### src/rtl/sflag_pkg.sv
package sflag_pkg;
  localparam int unsigned REG_W   = 32;
  localparam int unsigned BYTE_W  = 8;
  localparam int unsigned ADDR_W  = 2;

  localparam int unsigned POS_OVR   = 4;
  localparam int unsigned POS_NOISE = 5;
  localparam int unsigned POS_FRAME = 6;
  localparam int unsigned POS_PAR   = 7;
  localparam int unsigned POS_LBIT  = 11;
  localparam int unsigned POS_LRXR  = 16;
  localparam int unsigned POS_LTXR  = 17;
  localparam int unsigned POS_LWAKE = 18;
  localparam int unsigned POS_LSTO  = 19;
  localparam int unsigned POS_LPHY  = 20;
  localparam int unsigned POS_LCRC  = 21;

  typedef logic [REG_W-1:0] word_t;

  localparam word_t FLAG_MASK =
    (word_t'(1) << POS_OVR)   | (word_t'(1) << POS_NOISE) |
    (word_t'(1) << POS_FRAME) | (word_t'(1) << POS_PAR)   |
    (word_t'(1) << POS_LBIT)  | (word_t'(1) << POS_LRXR)  |
    (word_t'(1) << POS_LTXR)  | (word_t'(1) << POS_LWAKE) |
    (word_t'(1) << POS_LSTO)  | (word_t'(1) << POS_LPHY)  |
    (word_t'(1) << POS_LCRC);

  typedef enum logic [ADDR_W-1:0] {
    RA_STATUS = 2'd0,
    RA_ENABLE = 2'd1,
    RA_DATA   = 2'd2,
    RA_NONE   = 2'd3
  } reg_addr_e;
endpackage

### src/rtl/sflag_rx_hold.sv
module sflag_rx_hold #(
  parameter int unsigned DATA_W = 8
) (
  input  logic              clk,
  input  logic              rst,
  input  logic              frame_done,
  input  logic [DATA_W-1:0] frame_byte,
  input  logic              data_read,
  output logic [DATA_W-1:0] hold_byte,
  output logic              overrun_evt
);
  logic              full_q;
  logic [DATA_W-1:0] hold_q;
  logic              accept;

  // a frame may enter when the slot is empty or is being emptied now
  assign accept      = frame_done && (!full_q || data_read);
  assign overrun_evt = frame_done && full_q && !data_read;
  assign hold_byte   = hold_q;

  always_ff @(posedge clk) begin
    if (rst) begin
      full_q <= 1'b0;
      hold_q <= '0;
    end else begin
      if (accept) begin
        hold_q <= frame_byte;
        full_q <= 1'b1;
      end else if (data_read) begin
        full_q <= 1'b0;
      end
    end
  end

  // dropped frame leaves the held byte untouched
  a_r5_hold_kept: assert property (@(posedge clk) disable iff (rst)
    (frame_done && full_q && !data_read) |=> ($stable(hold_q) && full_q));

  // read in the same cycle makes room for the new byte
  a_r6_read_frees: assert property (@(posedge clk) disable iff (rst)
    (frame_done && data_read) |=> (full_q && hold_q == $past(frame_byte)));
endmodule

### src/rtl/sflag_bank.sv
module sflag_bank #(
  parameter int unsigned              W    = 32,
  parameter logic [W-1:0]             MASK = '0
) (
  input  logic         clk,
  input  logic         rst,
  input  logic [W-1:0] set_vec,
  input  logic [W-1:0] clr_vec,
  output logic [W-1:0] flags
);
  for (genvar i = 0; i < W; i++) begin : g_bit
    if (MASK[i]) begin : g_flag
      logic flag_q;
      always_ff @(posedge clk) begin
        if (rst)              flag_q <= 1'b0;
        else if (set_vec[i])  flag_q <= 1'b1;   // set has priority
        else if (clr_vec[i])  flag_q <= 1'b0;
      end
      assign flags[i] = flag_q;

      // a set pulse always leaves the flag set
      a_r4_set_wins: assert property (@(posedge clk) disable iff (rst)
        set_vec[i] |=> flags[i]);
      // clear without set removes the flag
      a_r3_clear: assert property (@(posedge clk) disable iff (rst)
        (clr_vec[i] && !set_vec[i]) |=> !flags[i]);
    end else begin : g_none
      assign flags[i] = 1'b0;
    end
  end

  // unimplemented bits are never 1
  a_r10_unused_zero: assert property (@(posedge clk) disable iff (rst)
    (flags & ~MASK) == '0);
endmodule

### src/rtl/sflag_irq.sv
module sflag_irq #(
  parameter int unsigned W = 32
) (
  input  logic         clk,
  input  logic         rst,
  input  logic [W-1:0] flags,
  input  logic [W-1:0] enables,
  output logic         irq
);
  logic irq_q;
  logic any_enabled;

  assign any_enabled = |(flags & enables);

  always_ff @(posedge clk) begin
    if (rst) irq_q <= 1'b0;
    else     irq_q <= any_enabled;
  end
  assign irq = irq_q;

  // request follows enabled flags one clock later
  a_r9_irq_rise: assert property (@(posedge clk) disable iff (rst)
    any_enabled |=> irq);
  a_r9_irq_fall: assert property (@(posedge clk) disable iff (rst)
    !any_enabled |=> !irq);
endmodule

### src/rtl/sci_flag_status.sv
module sci_flag_status
  import sflag_pkg::*;
#(
  parameter int unsigned DATA_W = BYTE_W,
  parameter int unsigned AW     = ADDR_W
) (
  input  logic              clk,
  input  logic              rst,
  input  logic [AW-1:0]     bus_addr,
  input  logic              bus_wr,
  input  logic [REG_W-1:0]  bus_wdata,
  input  logic              bus_rd,
  output logic [REG_W-1:0]  bus_rdata,
  input  logic              rx_frame_done,
  input  logic [DATA_W-1:0] rx_frame_byte,
  input  logic              rx_stop_sample,
  input  logic              ev_noise,
  input  logic              ev_parity,
  input  logic              ev_lin_bit,
  input  logic              ev_lin_rx_ready,
  input  logic              ev_lin_tx_ready,
  input  logic              ev_lin_wake,
  input  logic              lin_sleep,
  input  logic              ev_lin_slave_to,
  input  logic              ev_lin_phys,
  input  logic              ev_lin_crc,
  output logic              irq
);
  localparam int unsigned PAD_W = REG_W - DATA_W;

  word_t             status;
  word_t             set_vec;
  word_t             clr_vec;
  word_t             en_q;
  word_t             rdata_q;
  logic [DATA_W-1:0] hold_byte;
  logic              overrun_evt;
  logic              data_read;
  logic              wake_evt;

  assign data_read = bus_rd && (bus_addr == AW'(RA_DATA));
  assign wake_evt  = ev_lin_wake && lin_sleep;

  sflag_rx_hold #(.DATA_W(DATA_W)) u_hold (
    .clk         (clk),
    .rst         (rst),
    .frame_done  (rx_frame_done),
    .frame_byte  (rx_frame_byte),
    .data_read   (data_read),
    .hold_byte   (hold_byte),
    .overrun_evt (overrun_evt)
  );

  always_comb begin
    set_vec            = '0;
    set_vec[POS_OVR]   = overrun_evt;
    set_vec[POS_NOISE] = ev_noise;
    set_vec[POS_FRAME] = rx_frame_done && !rx_stop_sample;
    set_vec[POS_PAR]   = ev_parity;
    set_vec[POS_LBIT]  = ev_lin_bit;
    set_vec[POS_LRXR]  = ev_lin_rx_ready;
    set_vec[POS_LTXR]  = ev_lin_tx_ready;
    set_vec[POS_LWAKE] = wake_evt;
    set_vec[POS_LSTO]  = ev_lin_slave_to;
    set_vec[POS_LPHY]  = ev_lin_phys;
    set_vec[POS_LCRC]  = ev_lin_crc;
  end

  assign clr_vec = (bus_wr && bus_addr == AW'(RA_STATUS)) ? bus_wdata : '0;

  sflag_bank #(.W(REG_W), .MASK(FLAG_MASK)) u_bank (
    .clk     (clk),
    .rst     (rst),
    .set_vec (set_vec),
    .clr_vec (clr_vec),
    .flags   (status)
  );

  always_ff @(posedge clk) begin
    if (rst)
      en_q <= '0;
    else if (bus_wr && bus_addr == AW'(RA_ENABLE))
      en_q <= bus_wdata & FLAG_MASK;
  end

  sflag_irq #(.W(REG_W)) u_irq (
    .clk     (clk),
    .rst     (rst),
    .flags   (status),
    .enables (en_q),
    .irq     (irq)
  );

  always_ff @(posedge clk) begin
    if (rst) begin
      rdata_q <= '0;
    end else if (bus_rd) begin
      case (bus_addr)
        AW'(RA_STATUS): rdata_q <= status;
        AW'(RA_ENABLE): rdata_q <= en_q;
        AW'(RA_DATA):   rdata_q <= {{PAD_W{1'b0}}, hold_byte};
        default:        rdata_q <= '0;
      endcase
    end
  end
  assign bus_rdata = rdata_q;

  // wake-up flag rises only from an event taken during sleep
  a_r8_wake_sleep_only: assert property (@(posedge clk) disable iff (rst)
    $rose(status[POS_LWAKE]) |-> $past(lin_sleep));

  // enable word never holds unimplemented bits
  a_r10_enable_masked: assert property (@(posedge clk) disable iff (rst)
    (en_q & ~FLAG_MASK) == '0);

  // stop bit sampled low latches framing error
  a_r7_framing: assert property (@(posedge clk) disable iff (rst)
    (rx_frame_done && !rx_stop_sample) |=> status[POS_FRAME]);
endmodule

### config.mk
export PLATFORM = sky130hd
export DESIGN_NAME = sci_flag_status
export DESIGN_NICKNAME = d
export VERILOG_FILES = /design/src/rtl/sflag_pkg.sv /design/src/rtl/sflag_rx_hold.sv /design/src/rtl/sflag_bank.sv /design/src/rtl/sflag_irq.sv /design/src/rtl/sci_flag_status.sv
export SDC_FILE = /design/constraint.sdc
export NUM_CORES = 1
export LEC_CHECK = 0
export CORE_MARGIN = 2
export CORE_UTILIZATION = 42
export DETAILED_ROUTE_END_ITERATION = 10
export PLACE_DENSITY = 0.79
export SYNTH_ARGS = -nofsm -noshare
export SYNTH_HDL_FRONTEND = slang
export SYNTH_SLANG_ARGS = --single-unit
### constraint.sdc
create_clock -name clk -period 1.3 [get_ports clk]
set_input_delay 0.26 -clock clk [delete_from_list [all_inputs] [get_ports clk]]
set_output_delay 0.26 -clock clk [all_outputs]
set_load 0.02 [all_outputs]
==> metrics, run 1 <==
status complete, no violations; first-pass GRT wire length 7224 microns; Total GRT Usage 16.99%; fmax 791.6 MHz; Syn Area/Cell 9.367 sq um; power share of the sequential group 47.3%; post-synthesis cell area 2117 sq um; clock power share 38.1%; largest net degree at the start of global routing 26; TNS Setup 0 ps; CP Launch Type register; Max Slew Vio Count 0; CP required 1040 ps; Core Box Area 4786 sq um; Synth area leader dfxtp_1; combinational share of power 14.6%; CP Buf/Inv Count 1; dpl ws -462.4 ps; Routed wire per std cell 12.85 microns; min cycle time layout 1263 ps; slowest CP cell dfxtp_1; Clock Sinks 47; hold slack 280.5 ps; #FFs+latches synth 47; vias in the first global route 1578; initial detailed-routing violation count 76; crit-path max cell delay 360 ps; worst min path class in -> reg; placed wire-length estimate 3379 microns; H-tree depth 2; Synth area leaders dfxtp_1 (44%), mux2i_1 (11%), nor2_1 (7.4%); CTS tree yes; unrepaired setup endpoints after global routing false; Worst EP arrival 1000 ps; switching part of the total power 23.16%; async set-reset flop share out of synthesis 0%; Post-Syn Instances 226; final period utilization 97.18%; CP Capture Type output port; Die Y 75.00 microns; crit path cell chain dlygate4sd2_1; num rows 25; DRC Markers 0; clock skew 5.137 ps; max_cap viols 0; Max FO, Critical Path 2; synth unique cells 31; Die ar. 5624 sq um; final net count 342; Top Ports 91; layout cell share with drive strength beyond 1 12.28%; endpoints failing setup 0; input/output buffers 52; area delta synth->final 32.56%; DR pass1 iterations 4; pwr/cell area 1170 nW/um^2; Ys Warns 0; # diodes 0; Synth Flop Type dfxtp_1; fin worst setup slack 36.70 ps; Tot Pwr 3.285 mW; Final Hold Fails 0; CTS root buffer clkbuf_8; DR vias 1663; Leak 1.280 nW; Routed Antenna Nets 0; crit path kind reg -> out; EDFF count, synth 0; Die W 75.00 microns; clk slew on worst S/H paths 90 ps; Worst VDD drop 845.8 uV; total CTS buffers 5; clk buf depth 2; sw power 0.7609 mW; vias per cell 4.724; Initial Util 44.24%; gp weighted congestion 0.8070; Seq/Total Area, Yosys 44.44%; total global routing overflow 0; Clock Latency Late Sink 300 ps; most common cell in the netlist dfxtp_1; cell-internal power 2.524 mW; Yosys top cell area share 44.44%; Post-synth top cells dfxtp_1 (47), nor2_1 (42), mux2i_1 (23), a21oi_1 (22), buf_4 (18); Total Routed Length 4523 microns; CP delay by family, top flip-flops; initial antenna violation count 0
cells in the final DEF, fill, tap and decap left out, drive strengths merged:
| cell | netlist | layout |
|---|---|---|
| a222oi | 1 | 1 |
| a21oi | 22 | 22 |
| and3 | 1 | 1 |
| a22o | 1 | 1 |
| nand3 | 4 | 4 |
| or2 | 1 | 1 |
| dlygate4sd2 | 0 | 19 |
| a22oi | 3 | 3 |
| o211a | 3 | 3 |
| nand3b | 2 | 2 |
| nor3 | 3 | 3 |
| mux2 | 7 | 7 |
| a32oi | 1 | 1 |
| dlymetal6s2s | 0 | 1 |
| clkdlybuf4s50 | 0 | 32 |
| clkbuf | 9 | 6 |
| nor2b | 8 | 8 |
| and2b | 2 | 2 |
| bufinv | 0 | 2 |
| dfxtp | 47 | 47 |
| conb | 1 | 17 |
| nand2b | 4 | 4 |
| a21boi | 1 | 1 |
| a311oi | 1 | 1 |
| nor3b | 1 | 1 |
| mux2i | 23 | 23 |
| nor2 | 42 | 42 |
| nand2 | 15 | 15 |
| a221oi | 1 | 1 |
| buf | 22 | 14 |
routing by layer:
metal | track usage (%) | up-vias | wire [microns]
li1 | - | 841 | -
met1 | 21.77 | 765 | 2072
met2 | 28.17 | 51 | 2131
met3 | 4.552 | 6 | 265
met4 | 4.960 | 0 | 53
met5 | 0 | - | 0
cell families after synthesis:
kind of cell	Yosys count	synth area share (%)
AO/OA/AOI/OAI	34	10.34
buffers and inverters	31	11.17
flip-flops	47	44.44
multiplexers	30	14.60
other	1	0.1771
AND/OR/NAND/NOR	83	19.27
stage by stage:
| stage | utilization [%] | cells | cell area, sq um |
|---|---|---|---|
| final | 58.64 | 352 | 2806 |
| after global routing | 58.64 | 352 | 2806 |
| after CTS | 58.59 | 352 | 2804 |
| after detailed placement | 56.16 | 344 | 2688 |
| after global placement | 56.16 | 344 | 2688 |
| after floorplan | - | 242 | 2177 |
final timing paths:
| check | startpoint | slack, ps | endpoint | cells past startpoint |
|---|---|---|---|---|
| worst max-delay path | bus_rdata[17] | 40 | bus_rdata[17] | 1 |
| worst min-delay path | rx_frame_done | 280 | u_hold.full_q | 3 |
| worst max register to register | en_q[5] | 110 | u_irq.irq | 4 |
| worst min register to register | bus_rdata[0] | 470 | bus_rdata[0] | 2 |
registers in the layout, summed over array words and instances, names as in the netlist:
register and cells:
bus_rdata 15, en_q 11, u_bank.g_bit.g_flag.flag_q 11, u_hold.full_q 1, u_hold.hold_byte 8, u_irq.irq 1
power by group through the flow:
stage	combinational [mW]	clock (mW)	sequential, mW
4_1_cts	0.482	1.26	1.56
2_1_floorplan	0.301	0	1.59
3_3_place_gp	0.484	0	1.59
5_1_grt	0.522	1.33	1.56
3_5_place_dp	0.490	0	1.59
6_report	0.479	1.25	1.55
cell type report:
class	count	area (sq um)
clock inverters	2	60.06
clock buffers	6	72.57
flip-flops and latches	47	940.9
well taps	67	83.83
multi-input cells	164	1007
repair buffers	66	641.9
fillers	446	1979
repair_timing:
action                     in CTS  in global routing
resized for setup              20                  1
hold buffers                    0                  0
setup buffers                   0                  0
setup endpoints to repair      49                  1
Power figures use the tool's default switching activity.
==> run 2, diff against run 1 <==
--- a/config.mk
+++ b/config.mk
@@ -6,9 +6,10 @@
 export NUM_CORES = 1
 export LEC_CHECK = 0
 export CORE_MARGIN = 2
-export CORE_UTILIZATION = 42
+export CORE_UTILIZATION = 45
 export DETAILED_ROUTE_END_ITERATION = 10
-export PLACE_DENSITY = 0.79
+export GPL_TIMING_DRIVEN = 0
+export PLACE_DENSITY = 0.83
 export SYNTH_ARGS = -nofsm -noshare
 export SYNTH_HDL_FRONTEND = slang
 export SYNTH_SLANG_ARGS = --single-unit
==> constraint.sdc (replaced) <==
create_clock -name clk -period 1.6 [get_ports clk]
set_input_delay 0.32 -clock clk [delete_from_list [all_inputs] [get_ports clk]]
set_output_delay 0.32 -clock clk [all_outputs]
set_load 0.02 [all_outputs]
==> run 2 against run 1 <==
  * The flow now finishes with violations (DRC)
  * Power down 27%
  * Critical path depth unchanged
  * Setup slack lost 6.4 ps
  * Clock skew increased by 6.8 ps
  * Sequential power is 19% lower
  * Via count increased by 3.1%
  * Utilization rose by 5.9 points
  * Hold slack got worse by 47 ps
  * Die area is 6.3% lower
  * Combinational power is 13% lower
  * Largest cell class unchanged
  * Highest routed layer unchanged
==> metrics, run 2 (synthesized netlist as in run 1, its figures left out) <==
status complete, but fails checks (was complete, no violations); failing checks DRC; CTS tree yes (unchanged); Placed Instance Area 2743 sq um (was 2688 sq um); Die ar. 5269 sq um (was 5624 sq um); max reg flops 15 (unchanged); min cycle time layout 1570 ps; Layout Cells excl Fill 352 (unchanged); Leak 1.447 nW (was 1.280 nW); crit-path max cell delay 600 ps (was 360 ps); Tot Pwr 2.413 mW (was 3.285 mW); crit path cell chain clkdlybuf4s50_1 (was dlygate4sd2_1); multi-input logic area 999.7 sq um (was 1007 sq um); Core Box Area 4444 sq um (was 4786 sq um); Post-CTS Setup Repair Bufs 0 (unchanged); layout cell share with drive strength beyond 1 16.00% (was 12.28%); crit path kind reg -> out (unchanged); Max Slew Vio Count 0 (unchanged); Die W 72.59 microns (was 75.00 microns); Worst Max-Slew Pin Slew 576.9 ps; Clock Latency Late Sink 310 ps (was 300 ps); clk buf depth 2 (unchanged); final net count 357 (was 342); CP delay by family, top buffers and inverters (was flip-flops); slowest CP cell clkdlybuf4s50_1 (was dfxtp_1); total CTS buffers 5 (unchanged); pwr/cell area 841.3 nW/um^2 (was 1170 nW/um^2); initial antenna violation count 0 (unchanged); Top Ports 91 (unchanged); Total Routed Length 4814 microns (was 4523 microns); vias in the first global route 1580 (was 1578); fmax 637.1 MHz; max_cap viols 0 (unchanged); Clock Sinks 47 (unchanged); clk slew on worst S/H paths 90 ps (about the same); clock skew 11.96 ps (was 5.137 ps); total global routing overflow 0 (unchanged); most common cell after layout, fill and taps aside dfxtp_1 (unchanged); unrepaired setup endpoints after global routing false (unchanged); Routed Antenna Nets 0 (unchanged); DR pass1 iterations 7 (was 4); CP Buf/Inv Count 1 (unchanged); Max FO, Critical Path 2 (unchanged); CP Capture Type output port (unchanged); sequential cell area 940.9 sq um (unchanged); Initial Util 47.64% (was 44.24%); fillers 400 (was 446); area delta synth->final 35.46% (was 32.56%); input/output buffers 50 (was 52); Final Hold Fails 0 (unchanged); endpoints failing setup 0 (unchanged); initial detailed-routing violation count 66 (was 76); Die Y 72.59 microns (was 75.00 microns); vias per cell 4.872 (was 4.724); DRC Markers 1 (was 0); Total GRT Usage 18.38% (was 16.99%); num rows 24 (was 25); final period utilization 98.10%; CTS root buffer clkbuf_8 (unchanged); CP required 1280 ps (was 1040 ps); most frequent cells in the layout dfxtp_1 (47), nor2_1 (42), clkdlybuf4s50_1 (36) (was dfxtp_1 (47), nor2_1 (42), clkdlybuf4s50_1 (32)); gp weighted congestion 0.8115 (was 0.8070); worst min path class in -> reg (unchanged); largest net degree at the start of global routing 17 (was 26); DR vias 1715 (was 1663); Worst VDD drop 503.5 uV (was 845.8 uV); CP Launch Type register (unchanged); Routed wire per std cell 13.68 microns (was 12.85 microns); # diodes 0 (unchanged); Slew Limit Headroom 61.54%; first-pass GRT wire length 7396 microns (was 7224 microns); TNS Setup 0 ps (unchanged); hold slack 233.4 ps (was 280.5 ps); fin area 2868 sq um (was 2806 sq um); H-tree depth 2 (unchanged); placed wire-length estimate 3524 microns (was 3379 microns); Worst EP arrival 1250 ps (was 1000 ps); placed cells 344 (unchanged)
==> run 2: cell count changes in the layout (fill, tap and decap cells not counted), sizes merged <==
cell           change
clkbuf             +8
dlymetal6s2s      +12
dlygate4sd2       -18
clkinv             +2
clkinvlp           +1
buf                +8
bufinv             -2
clkdlybuf4s50      +4
==> run 2: layout make-up <==
type,instances,share of cell area (%)
Clock inverter,3,0.8726
Multi-Input combinational cell,164,34.86
Clock buffer,5,2.400
Sequential cell,47,32.81
Tap cell,52,2.269
Timing Repair Buffer,50,18.54
Buffer,31,8.246
==> run 2: final timing paths <==
kind / start / endpoint / slack, ps / depth (start not counted)
max: bus_rdata[20] / bus_rdata[20] / 30 / 1
min: rst / bus_rdata[1] / 230 / 2
max reg2reg: en_q[5] / u_irq.irq / 440 / 4
min reg2reg: bus_rdata[1] / bus_rdata[1] / 470 / 2
==> run 2: layer usage <==
layer  vias to the layer above  global-route usage [%]  wire length [microns]
met4                         0                   5.144                     54
met2                        64                   28.99                   2282
met1                       772                   24.39                   2144
met3                         4                   5.663                    332
met5                         -                       0                      0
li1                        875                       -                      -
==> run 2: power breakdown <==
part | switching [mW] | internal, mW
clock network | 0.420 | 0.312
logic | 0.197 | 0.221
registers | 0.0363 | 1.23
total | 0.653 | 1.76
==> run 2: what timing repair did <==
action,CTS,global route
endpoints found under the setup margin,1,13
gates resized for setup,1,13
hold buffers,0,0
cloned,0,0
==> run 2: stage by stage <==
stage / setup slack [ps] / utilization, %
after CTS: 12.31 / 63.80
after global placement: -240.3 / 61.71
after detailed placement: -257.5 / 61.71
final: 30.34 / 64.53
after global routing: 5.658 / 64.53
after floorplan: 370.3 / -
